## config.mk

```make
export PLATFORM = sky130hd
export DESIGN_NAME = xlat_mode_sel
export DESIGN_NICKNAME = d
export VERILOG_FILES = /design/src/rtl/xlat_mode_pkg.sv /design/src/rtl/xlat_priv_resolve.sv /design/src/rtl/xlat_root_mux.sv /design/src/rtl/xlat_mode_sel.sv
export SDC_FILE = /design/constraint.sdc
export NUM_CORES = 1
export LEC_CHECK = 0
export ABC_AREA = 1
export BUFFER_PORTS_ARGS = -buffer_cell sky130_fd_sc_hd__buf_2
export CORE_AREA = 10 10 95 97
export DETAILED_ROUTE_END_ITERATION = 16
export DIE_AREA = 0 0 105 107
export GPL_TIMING_DRIVEN = 0
export PLACE_DENSITY_LB_ADDON = 0.08
export SLEW_MARGIN = 40
export SYNTH_ARGS = -nofsm -noshare
export SYNTH_HDL_FRONTEND = slang
export SYNTH_SLANG_ARGS = --single-unit
```

## constraint.sdc

```tcl
create_clock -name vclk -period 1.7
set_clock_uncertainty 0.1 [all_clocks]
set_input_delay 0.255 -clock vclk [all_inputs]
set_output_delay 0.255 -clock vclk [all_outputs]
set_load 0.005 [all_outputs]
```

## src/rtl/xlat_mode_pkg.sv

```systemverilog
package xlat_mode_pkg;
  typedef enum logic [1:0] {
    PRIV_U = 2'd0,
    PRIV_S = 2'd1,
    PRIV_M = 2'd3
  } priv_e;

  typedef enum logic [1:0] {
    ACC_FETCH = 2'd0,
    ACC_LOAD  = 2'd1,
    ACC_STORE = 2'd2
  } acc_e;

  localparam int unsigned NUM_STAGES = 2;
endpackage

```

## src/rtl/xlat_priv_resolve.sv

```systemverilog
module xlat_priv_resolve
  import xlat_mode_pkg::*;
(
  input  logic [1:0] priv_i,
  input  logic       virt_i,
  input  logic [1:0] acc_type_i,
  input  logic       hyp_en_i,
  input  logic       mmu_en_i,
  input  logic       mprv_i,
  input  logic [1:0] mpp_i,
  input  logic       mpv_i,
  input  logic       sprv_i,
  input  logic       spp_i,
  input  logic       spv_i,
  output logic [1:0] eff_priv_o,
  output logic       guest_root_o,
  output logic       two_stage_o,
  output logic       bare_o
);
  logic       not_fetch;
  logic       m_ovr;
  logic       s_ovr;
  logic [1:0] priv_m;

  assign not_fetch = (acc_type_i != ACC_FETCH);

  // machine-level redirect
  assign m_ovr  = (priv_i == PRIV_M) && not_fetch && mprv_i;
  assign priv_m = m_ovr ? mpp_i : priv_i;

  // hypervisor-level redirect, applied on the already-redirected privilege
  assign s_ovr = (priv_m == PRIV_S) && not_fetch && hyp_en_i && !virt_i && sprv_i;

  always_comb begin
    eff_priv_o   = s_ovr ? {1'b0, spp_i} : priv_m;
    guest_root_o = s_ovr || (m_ovr && hyp_en_i && mpv_i);
  end

  assign two_stage_o = virt_i ||
                       (hyp_en_i && m_ovr && mpv_i) ||
                       (hyp_en_i && (priv_i == PRIV_S) && !virt_i && not_fetch && sprv_i && spv_i);

  assign bare_o = (eff_priv_o == PRIV_M) || !mmu_en_i;

  always_comb begin
    if (!hyp_en_i) assert_no_guest_wo_hyp_R10: assert (!guest_root_o);
    if (acc_type_i == ACC_FETCH)
      assert_fetch_keeps_priv_R3: assert (eff_priv_o == priv_i && !guest_root_o);
  end
endmodule

```

## src/rtl/xlat_root_mux.sv

```systemverilog
module xlat_root_mux #(
  parameter int unsigned PPN_W   = 44,
  parameter int unsigned MODE_W  = 4,
  parameter int unsigned STAGE   = 0
) (
  input  logic              use_guest_i,
  input  logic [PPN_W-1:0]  norm_ppn_i,
  input  logic [MODE_W-1:0] norm_mode_i,
  input  logic [PPN_W-1:0]  guest_ppn_i,
  input  logic [MODE_W-1:0] guest_mode_i,
  input  logic [PPN_W-1:0]  gstage_ppn_i,
  input  logic [MODE_W-1:0] gstage_mode_i,
  input  logic              mxr_main_i,
  input  logic              mxr_guest_i,
  output logic [PPN_W-1:0]  ppn_o,
  output logic [MODE_W-1:0] mode_o,
  output logic              mxr_o
);
  generate
    if (STAGE == 0) begin : g_first
      assign ppn_o  = use_guest_i ? guest_ppn_i  : norm_ppn_i;
      assign mode_o = use_guest_i ? guest_mode_i : norm_mode_i;
      assign mxr_o  = mxr_main_i;
    end else begin : g_second
      logic unused;
      assign unused = use_guest_i ^ mxr_main_i ^ (^norm_ppn_i) ^ (^norm_mode_i) ^
                      (^guest_ppn_i) ^ (^guest_mode_i);
      assign ppn_o  = gstage_ppn_i;
      assign mode_o = gstage_mode_i;
      assign mxr_o  = mxr_guest_i;
    end
  endgenerate
endmodule

```

## src/rtl/xlat_mode_sel.sv

```systemverilog
module xlat_mode_sel
  import xlat_mode_pkg::*;
#(
  parameter int unsigned PPN_W  = 44,
  parameter int unsigned MODE_W = 4
) (
  input  logic [1:0]        priv_i,
  input  logic              virt_i,
  input  logic [1:0]        acc_type_i,
  input  logic              hyp_en_i,
  input  logic              mmu_en_i,
  input  logic              mprv_i,
  input  logic [1:0]        mpp_i,
  input  logic              mpv_i,
  input  logic              sprv_i,
  input  logic              spp_i,
  input  logic              spv_i,
  input  logic              mxr_i,
  input  logic              vs_mxr_i,
  input  logic [PPN_W-1:0]  satp_ppn_i,
  input  logic [MODE_W-1:0] satp_mode_i,
  input  logic [PPN_W-1:0]  vsatp_ppn_i,
  input  logic [MODE_W-1:0] vsatp_mode_i,
  input  logic [PPN_W-1:0]  hgatp_ppn_i,
  input  logic [MODE_W-1:0] hgatp_mode_i,
  output logic [1:0]        eff_priv_o,
  output logic              bare_o,
  output logic              guest_root_o,
  output logic              two_stage_o,
  output logic [PPN_W-1:0]  s1_root_ppn_o,
  output logic [MODE_W-1:0] s1_mode_o,
  output logic              s1_mxr_o,
  output logic [PPN_W-1:0]  s2_root_ppn_o,
  output logic [MODE_W-1:0] s2_mode_o,
  output logic              s2_mxr_o,
  output logic [1:0]        s2_priv_o
);
  logic              guest_sel;
  logic [PPN_W-1:0]  st_ppn  [NUM_STAGES];
  logic [MODE_W-1:0] st_mode [NUM_STAGES];
  logic              st_mxr  [NUM_STAGES];

  xlat_priv_resolve u_priv (
    .priv_i       (priv_i),
    .virt_i       (virt_i),
    .acc_type_i   (acc_type_i),
    .hyp_en_i     (hyp_en_i),
    .mmu_en_i     (mmu_en_i),
    .mprv_i       (mprv_i),
    .mpp_i        (mpp_i),
    .mpv_i        (mpv_i),
    .sprv_i       (sprv_i),
    .spp_i        (spp_i),
    .spv_i        (spv_i),
    .eff_priv_o   (eff_priv_o),
    .guest_root_o (guest_sel),
    .two_stage_o  (two_stage_o),
    .bare_o       (bare_o)
  );

  for (genvar g = 0; g < NUM_STAGES; g++) begin : g_stage
    xlat_root_mux #(.PPN_W(PPN_W), .MODE_W(MODE_W), .STAGE(g)) u_mux (
      .use_guest_i   (guest_sel),
      .norm_ppn_i    (satp_ppn_i),
      .norm_mode_i   (satp_mode_i),
      .guest_ppn_i   (vsatp_ppn_i),
      .guest_mode_i  (vsatp_mode_i),
      .gstage_ppn_i  (hgatp_ppn_i),
      .gstage_mode_i (hgatp_mode_i),
      .mxr_main_i    (mxr_i),
      .mxr_guest_i   (vs_mxr_i),
      .ppn_o         (st_ppn[g]),
      .mode_o        (st_mode[g]),
      .mxr_o         (st_mxr[g])
    );
  end

  assign guest_root_o  = guest_sel;
  assign s1_root_ppn_o = st_ppn[0];
  assign s1_mode_o     = st_mode[0];
  assign s1_mxr_o      = st_mxr[0];
  assign s2_root_ppn_o = st_ppn[1];
  assign s2_mode_o     = st_mode[1];
  assign s2_mxr_o      = st_mxr[1];
  assign s2_priv_o     = PRIV_U;   // stage two checks as user

  always_comb begin
    if (guest_root_o)
      assert_s1_guest_root_R8: assert (s1_root_ppn_o == vsatp_ppn_i && s1_mode_o == vsatp_mode_i);
    else
      assert_s1_norm_root_R8: assert (s1_root_ppn_o == satp_ppn_i && s1_mode_o == satp_mode_i);
    if (eff_priv_o == PRIV_M) assert_machine_is_bare_R6: assert (bare_o);
    if (!hyp_en_i && !virt_i) assert_single_stage_R4: assert (!two_stage_o);
    assert_s2_from_gstage_R9: assert (s2_root_ppn_o == hgatp_ppn_i && s2_mode_o == hgatp_mode_i);
  end
endmodule

```

==> impl_metrics.tcl, run 1 <==
set metrics [dict create \
    status "finished, violations left" \
    violations "negative setup slack" \
    cp.required_ps 1340 \
    fill_cells 831 \
    overflow 0 \
    slew_violations 0 \
    power.net_switching_w 0.000239 \
    diodes 0 \
    grt_max_degree 11 \
    p_seq_share_pct 0 \
    syn_to_final_growth_pct 139 \
    worstPathArrival_ps 1400 \
    final_nets 634 \
    fin_crit_ps 1760 \
    dp_hpwl_mm 7.86 \
    synth_area_leader_cell "buf_4" \
    firstDrtPassIters 4 \
    synth_xor_area_share_pct 0 \
    period_share_pct 103 \
    grt_usage_pct 14.3 \
    ir_drop_mv 0.0829 \
    intPower_w 0.000373 \
    drv_cap 0 \
    synthCells 242 \
    synth-simple-area-share_pct 54.8 \
    post_drt_via_cell_ratio 4.03 \
    drt-initial-drc-count 42 \
    synth-adder-area-share_pct 0 \
    cp-end-kind "output port" \
    drc 0 \
    dpl.cell_count 555 \
    p_total_w 0.000612 \
    synth.distinct_cells 17 \
    avgSynthCellArea_um2 5.03 \
    worst_setup_path_start_kind "input port" \
    switching_share_pct 39.0 \
    p_per_area_nw_per_um2 210 \
    antenna_left 0 \
    synth_top_family_by_area "simple AND/OR/NAND/NOR gates" \
    seq_area_frac_synth_pct 0 \
    vias 2301 \
    grt_pass1_vias 2490 \
    die_w_um 105 \
    synthMuxAreaShare_pct 0 \
    fin_util_pct 40.8 \
    rsz0062_at_grt "yes" \
    layout.cells.non_filler 571 \
    drt-total-wl_mm 9.13 \
    clkPwrFrac_pct 0 \
    die_h_um 107 \
    power_frac_comb_pct 100.0 \
    hold_viol 0 \
    die_area_um2 11200 \
    synth_compound_area_share_pct 1.95 \
    crit_type "input port to output port" \
    fmax_mhz 569 \
    place_area_um2 2410 \
    regArea_um2 0 \
    wl_per_cell_um 16.0 \
    design.seq.count 0 \
    fin_ws_ps -57.1 \
    multi_input_area_um2 853 \
    min-delay-path-class "input port to output port" \
    yosys-top-cells-area "buf_4 (32%), nand2_1 (31%), nand3_1 (21%), inv_1 (3.1%), buf_6 (2.8%)" \
    yosysWarnings 0 \
    pin_count 265 \
    routabilityCongestion 0.776 \
    fp-row-count 31 \
    antenna_found_initial 0 \
    setup_viol 30 \
    synth_area_um2 1220 \
    power.leakage_nw 1.86 \
    clkbuf_count 0 \
    drive_above_1_share_pct 69.7 \
    grt_pass1_wl_mm 13.4 \
    synth_top_area_share_pct 32.1 \
    core_area_um2 7140 \
    worstPathMaxFanout 8 \
    port_buffers 213 \
    initial_utilization_pct 17.0 \
    fin_area_um2 2910 \
    postCtsHoldBufs 0 \
]
==> synth_stat cells <==
cell type  count
nand2_1      100
buf_4         52
nand3_1       51
inv_1         10
buf_2          6
clkbuf_1       6
buf_6          3
nor2_1         3
nand2_2        2
nand4_1        2
a21oi_1        1
a31oi_1        1
clkinv_1       1
conb_1         1
inv_2          1
o21ai_0        1
o21bai_1       1
==> per-stage QoR <==
stage / setup TNS (ps) / hold WS [ps] / setup WS [ps]
2_1_floorplan: 0 / 481 / 211
3_3_place_gp: -9290 / 582 / -272
3_5_place_dp: -9310 / 582 / -272
4_1_cts: -2870 / 582 / -92.4
5_1_grt: -5870 / 584 / -161
6_report: -771 / 579 / -57.1
==> path summary, 6_finish.rpt <==
check	endpoint	depth (start not counted)	from
hold / removal	s1_mxr_o	2	mxr_i
setup / recovery	s1_root_ppn_o[21]	11	acc_type_i[1]
==> power by group through the flow <==
stage / clock, W / combinational [W] / sequential [W]
after floorplan: 0 / 0.000232 / 0
after global placement: 0 / 0.000532 / 0
after detailed placement: 0 / 0.000534 / 0
after CTS: 0 / 0.000596 / 0
after global routing: 0 / 0.000678 / 0
final: 0 / 0.000612 / 0
==> area by class of cell <==
class / count / area share [%]
inverters: 12 / 1.81
multi-input cells: 164 / 29.3
well taps: 99 / 4.26
plain buffers: 66 / 17.7
repair buffers: 230 / 46.9
==> timing repair <==
action,CTS,global route
setup endpoints to repair,51,50
gates cloned,2,1
pin swaps,8,8
gates resized for setup,60,28
buffers inserted,13,1
==> cell usage in the layout (no fill, tap or decap), types with 3 or more instances in the layout <==
cell and count:
buf_12 3, buf_2 202, buf_4 60, buf_6 18, buf_8 4, clkbuf_2 6, inv_1 6, inv_2 3
inv_4 3, nand2_1 86, nand2_2 9, nand2_4 6, nand3_1 45, nand3_2 5
==> kinds of logic (layout without fill, tap and decap cells) <==
logic type / after synthesis / in the layout
AO/OA/AOI/OAI: 4 / 4
buffers and inverters: 79 / 308
other: 1 / 2
AND/OR/NAND/NOR: 158 / 158
==> critical path: stages <==
cell and delay, ps:
buf_6 80, nor2_2 30, nor2_2 110, nand4_1 170
buf_6 190, nand2_8 90, buf_12 140, clkbuf_16 130
nand2_1 40, nand2_1 50, buf_2 110
==> routing by layer <==
layer / up-vias / GRT usage [%] / part of all wire [%]
met5: - / 0 / 0
met4: 0 / 0 / 0
met3: 0 / 5.99 / 12
met2: 157 / 29.7 / 54
met1: 976 / 13.5 / 34
li1: 1168 / - / -
(Power assumes the default switching activity.)
==> run 2, diff against run 1 <==
--- a/config.mk
+++ b/config.mk
@@ -12,6 +12,7 @@
 export DIE_AREA = 0 0 105 107
 export GPL_TIMING_DRIVEN = 0
 export PLACE_DENSITY_LB_ADDON = 0.08
+export SETUP_SLACK_MARGIN = 0.1
 export SLEW_MARGIN = 40
 export SYNTH_ARGS = -nofsm -noshare
 export SYNTH_HDL_FRONTEND = slang
==> impl_metrics.tcl, run 2 (synthesis gave the netlist of run 1 again) <==
set metrics [dict create \
    fill_cells 825 \
    crit_type "input port to output port" \
    power.leakage_nw 1.90 \
    hp-start "mxr_i" \
    diodes 0 \
    grt_max_degree 11 \
    pre_cts_ws_ps -272 \
    fp-row-count 31 \
    drv_cap 0 \
    worst_hold_path.endpoint "s1_mxr_o" \
    cpMaxStageDelayCell "buf_6" \
    die_h_um 107 \
    rsz0062_at_grt "yes" \
    drt-initial-drc-count 42 \
    overflow 0 \
    grt_pass1_wl_mm 13.4 \
    postCtsHoldBufs 0 \
    post_drt_via_cell_ratio 4.02 \
    layout_common_cells "buf_2 (198), nand2_1 (78), buf_4 (60), nand3_1 (44), buf_6 (23)" \
    design.seq.count 0 \
    ir_drop_mv 0.0830 \
    regArea_um2 0 \
    p_per_area_nw_per_um2 210 \
    worstPathArrival_ps 1410 \
    antenna_left 0 \
    pin_count 265 \
    final_nets 636 \
    die_w_um 105 \
    crit_family "buffers and inverters" \
    clkbuf_count 0 \
    worstPathMaxFanout 8 \
    cp.required_ps 1340 \
    fmax_mhz 568 \
    grt_pass1_vias 2489 \
    fin_ws_ps -60.3 \
    routabilityCongestion 0.776 \
    worst_setup_path_start_kind "input port" \
    initial_utilization_pct 17.0 \
    slew_violations 0 \
    syn_to_final_growth_pct 146 \
    min-delay-path-class "input port to output port" \
    critical_path.max_stage_delay_ps 190 \
    core_area_um2 7140 \
    layout.cells.non_filler 573 \
    wl_per_cell_um 16.0 \
    path_cells "buf_6 -> nor2_2 -> nor2_2 -> nand4_1 -> buf_6 -> nand2_8 -> buf_12 -> clkbuf_16 -> nand2_1 -> nand2_1 -> buf_2" \
    fin_crit_ps 1760 \
    firstDrtPassIters 4 \
    fin_area_um2 2990 \
    hold-path-cell-count 2 \
    mostFrequentLayoutCell "buf_2" \
    cp-end-kind "output port" \
    place_area_um2 2410 \
    drc 0 \
    drt-total-wl_mm 9.16 \
    die_area_um2 11200 \
    drive_above_1_share_pct 71.7 \
    vias 2305 \
    period_share_pct 104 \
    hold_viol 0 \
    port_buffers 213 \
    violations "negative setup slack" \
    path_buf_inv 5 \
    p_total_w 0.000629 \
    dp_hpwl_mm 7.86 \
    setup_viol 35 \
    dpl.cell_count 555 \
    antenna_found_initial 0 \
    multi_input_area_um2 883 \
    grt_usage_pct 14.4 \
    status "finished, violations left" \
]
run 2: changes by cell type in the layout (fill, tap and decap cells not counted):
cell	before	now
buf_6	18	23
nand2_2	9	16
buf_2	202	198
nand2_1	86	78
buf_8	4	5
nand3_1	45	44
nand2_4	6	7
nand3_2	5	6
run 2: timing repair:
item                                    4_1_cts  5_1_grt
endpoints found under the hold margin         0        0
gates cloned                                  2        1
buffers inserted                             13        2
resized for setup                            63       40
endpoints found under the setup margin       51       51
pin swaps                                     9       10
run 2: layout make-up:
cell class	count	share of cell area, %
multi-input combinational	164	29.5
tap	99	4.14
inverter	12	1.76
buffer	67	17.9
timing repair buffer	231	46.7
run 2: worst max-delay path by stage:
stage | depth (start not counted) | startpoint | end
2_1_floorplan | 10 | acc_type_i[0] | s1_root_ppn_o[21]
3_3_place_gp | 9 | acc_type_i[1] | s1_root_ppn_o[34]
3_5_place_dp | 9 | acc_type_i[1] | s1_root_ppn_o[34]
4_1_cts | 11 | priv_i[0] | s1_root_ppn_o[21]
5_1_grt | 11 | acc_type_i[1] | s1_root_ppn_o[21]
6_report | 11 | acc_type_i[1] | s1_root_ppn_o[21]
run 2: through the flow:
step / util, % / TNS [ps] / hold WS [ps]
final: 41.9 / -864 / 579
after global routing: 41.9 / -6130 / 584
after CTS: 39.2 / -2880 / 582
after detailed placement: 33.8 / -9310 / 582
after global placement: 33.8 / -9290 / 582
after floorplan: - / 0 / 481
run 2: per-layer routing:
metal  routed length [um]  part of all wire (%)  vias to the layer above  GRT usage (%)
met5                    0                     0                        -              0
met4                    0                     0                        0              0
met3                 1050                    11                        0           6.11
met2                 4980                    54                      153           29.7
met1                 3130                    34                      980           13.5
li1                     -                     -                     1172              -
run 2: where the power goes:
part	internal (W)	total, W	switching (W)
logic	0.000384	0.000629	0.000245
clock network	0	0	0
registers	0	0	0
==> run 3, diff against run 2 <==
==> constraint.sdc (replaced) <==
create_clock -name vclk -period 1.8
set_clock_uncertainty 0.1 [all_clocks]
set_input_delay 0.27 -clock vclk [all_inputs]
set_output_delay 0.27 -clock vclk [all_outputs]
set_load 0.005 [all_outputs]
==> impl_metrics.tcl, run 3 (synthesis gave the netlist of run 1 again) <==
set metrics [dict create \
    status "complete, no violations" \
    drt-initial-drc-count 38 \
    fin_util_pct 41.9 \
    fmax_mhz 559 \
    cp.required_ps 1430 \
    antenna_found_initial 0 \
    period_share_pct 99.5 \
    path_buf_inv 5 \
    critical_path.max_stage_delay_ps 190 \
    fin_crit_ps 1790 \
    grt_max_degree 11 \
    fill_cells 826 \
    setup_viol 0 \
    cpMaxStageDelayCell "buf_6" \
    die_w_um 105 \
    firstDrtPassIters 4 \
    core_area_um2 7140 \
    layout_common_cells "buf_2 (198), nand2_1 (78), buf_4 (61), nand3_1 (44), buf_6 (22)" \
    pin_count 265 \
    hp-start "mxr_i" \
    diodes 0 \
    hold-path-cell-count 2 \
    dp_hpwl_mm 7.86 \
    min-delay-path-class "input port to output port" \
    multi_input_area_um2 888 \
    hold_viol 0 \
    worst_hold_path.endpoint "s1_mxr_o" \
    drive_above_1_share_pct 71.7 \
    antenna_left 0 \
    hold_ws_ps 609 \
    power.leakage_nw 1.91 \
    overflow 0 \
    slew_violations 0 \
    p_total_w 0.000595 \
    clkbuf_count 0 \
    path_cells "buf_6 -> nor2_2 -> nor2_2 -> nand4_1 -> buf_6 -> nand2_8 -> buf_12 -> clkbuf_16 -> nand2_1 -> nand2_1 -> buf_2" \
    worstPathMaxFanout 8 \
    wl_per_cell_um 16.1 \
    design.seq.count 0 \
    fp-row-count 31 \
    cp-end-kind "output port" \
    regArea_um2 0 \
    initial_utilization_pct 17.0 \
    die_area_um2 11200 \
    vias 2317 \
    crit_type "input port to output port" \
    worst_setup_path_start_kind "input port" \
    dpl.cell_count 555 \
    crit_family "buffers and inverters" \
    mostFrequentLayoutCell "buf_2" \
    rsz0062_at_grt "yes" \
    post_drt_via_cell_ratio 4.04 \
    p_per_area_nw_per_um2 199 \
    layout.cells.non_filler 573 \
    drc 0 \
    final_nets 636 \
    drv_cap 0 \
    grt_pass1_vias 2488 \
    routabilityCongestion 0.776 \
    grt_usage_pct 14.4 \
    die_h_um 107 \
    syn_to_final_growth_pct 146 \
    port_buffers 213 \
    worstPathArrival_ps 1420 \
    ir_drop_mv 0.0784 \
    drt-total-wl_mm 9.20 \
    grt_pass1_wl_mm 13.4 \
]
==> run 3: cell types whose count changed in the layout (fill, tap and decap cells not counted) <==
cell,previous run,this run
buf_6,23,22
buf_4,60,61
nand2_2,16,15
nand2_4,7,8
==> run 3: repair_timing <==
action | 4_1_cts | 5_1_grt
hold buffers | 0 | 0
setup buffers | 13 | 2
endpoints found under the setup margin | 51 | 50
gates cloned | 2 | 1
gates resized for setup | 65 | 38
pin swaps | 11 | 12
==> run 3: per-stage QoR <==
| stage | worst slack [ps] | instance area (um2) | TNS, ps |
|---|---|---|---|
| floorplan | 281 | 1220 | 0 |
| global placement | -202 | 2410 | -5780 |
| detailed placement | -202 | 2410 | -5810 |
| CTS | -22.4 | 2800 | -220 |
| global route | -95.6 | 2990 | -2790 |
| finish | 9.57 | 2990 | 0 |
==> run 3: how the worst max path moves through the flow <==
stage	startpoint	end	slack, ps	cells after the start
final	acc_type_i[1]	s1_root_ppn_o[21]	10	11
after global routing	acc_type_i[1]	s1_root_ppn_o[21]	-100	11
after CTS	priv_i[0]	s1_root_ppn_o[21]	-20	11
after detailed placement	acc_type_i[1]	s1_root_ppn_o[34]	-200	9
after global placement	acc_type_i[1]	s1_root_ppn_o[34]	-200	9
after floorplan	acc_type_i[0]	s1_root_ppn_o[21]	280	10
==> run 3: cell type report <==
class / count / area share, %
Buffer: 67 / 17.7
Inverter: 12 / 1.76
Multi-Input combinational cell: 164 / 29.7
Tap cell: 99 / 4.14
Timing Repair Buffer: 231 / 46.7
==> run 3: per-layer routing <==
metal | wire, um | global-route usage, % | up-vias
li1 | - | - | 1172
met1 | 3140 | 13.6 | 992
met2 | 5020 | 29.7 | 153
met3 | 1040 | 5.99 | 0
met4 | 0 | 0 | 0
met5 | 0 | 0 | -
==> run 3: report_power, final <==
| group | leakage, nW | switching [W] | internal (W) |
|---|---|---|---|
| combinational | 1.91 | 0.000232 | 0.000363 |
| clock | 0 | 0 | 0 |
| sequential | 0 | 0 | 0 |
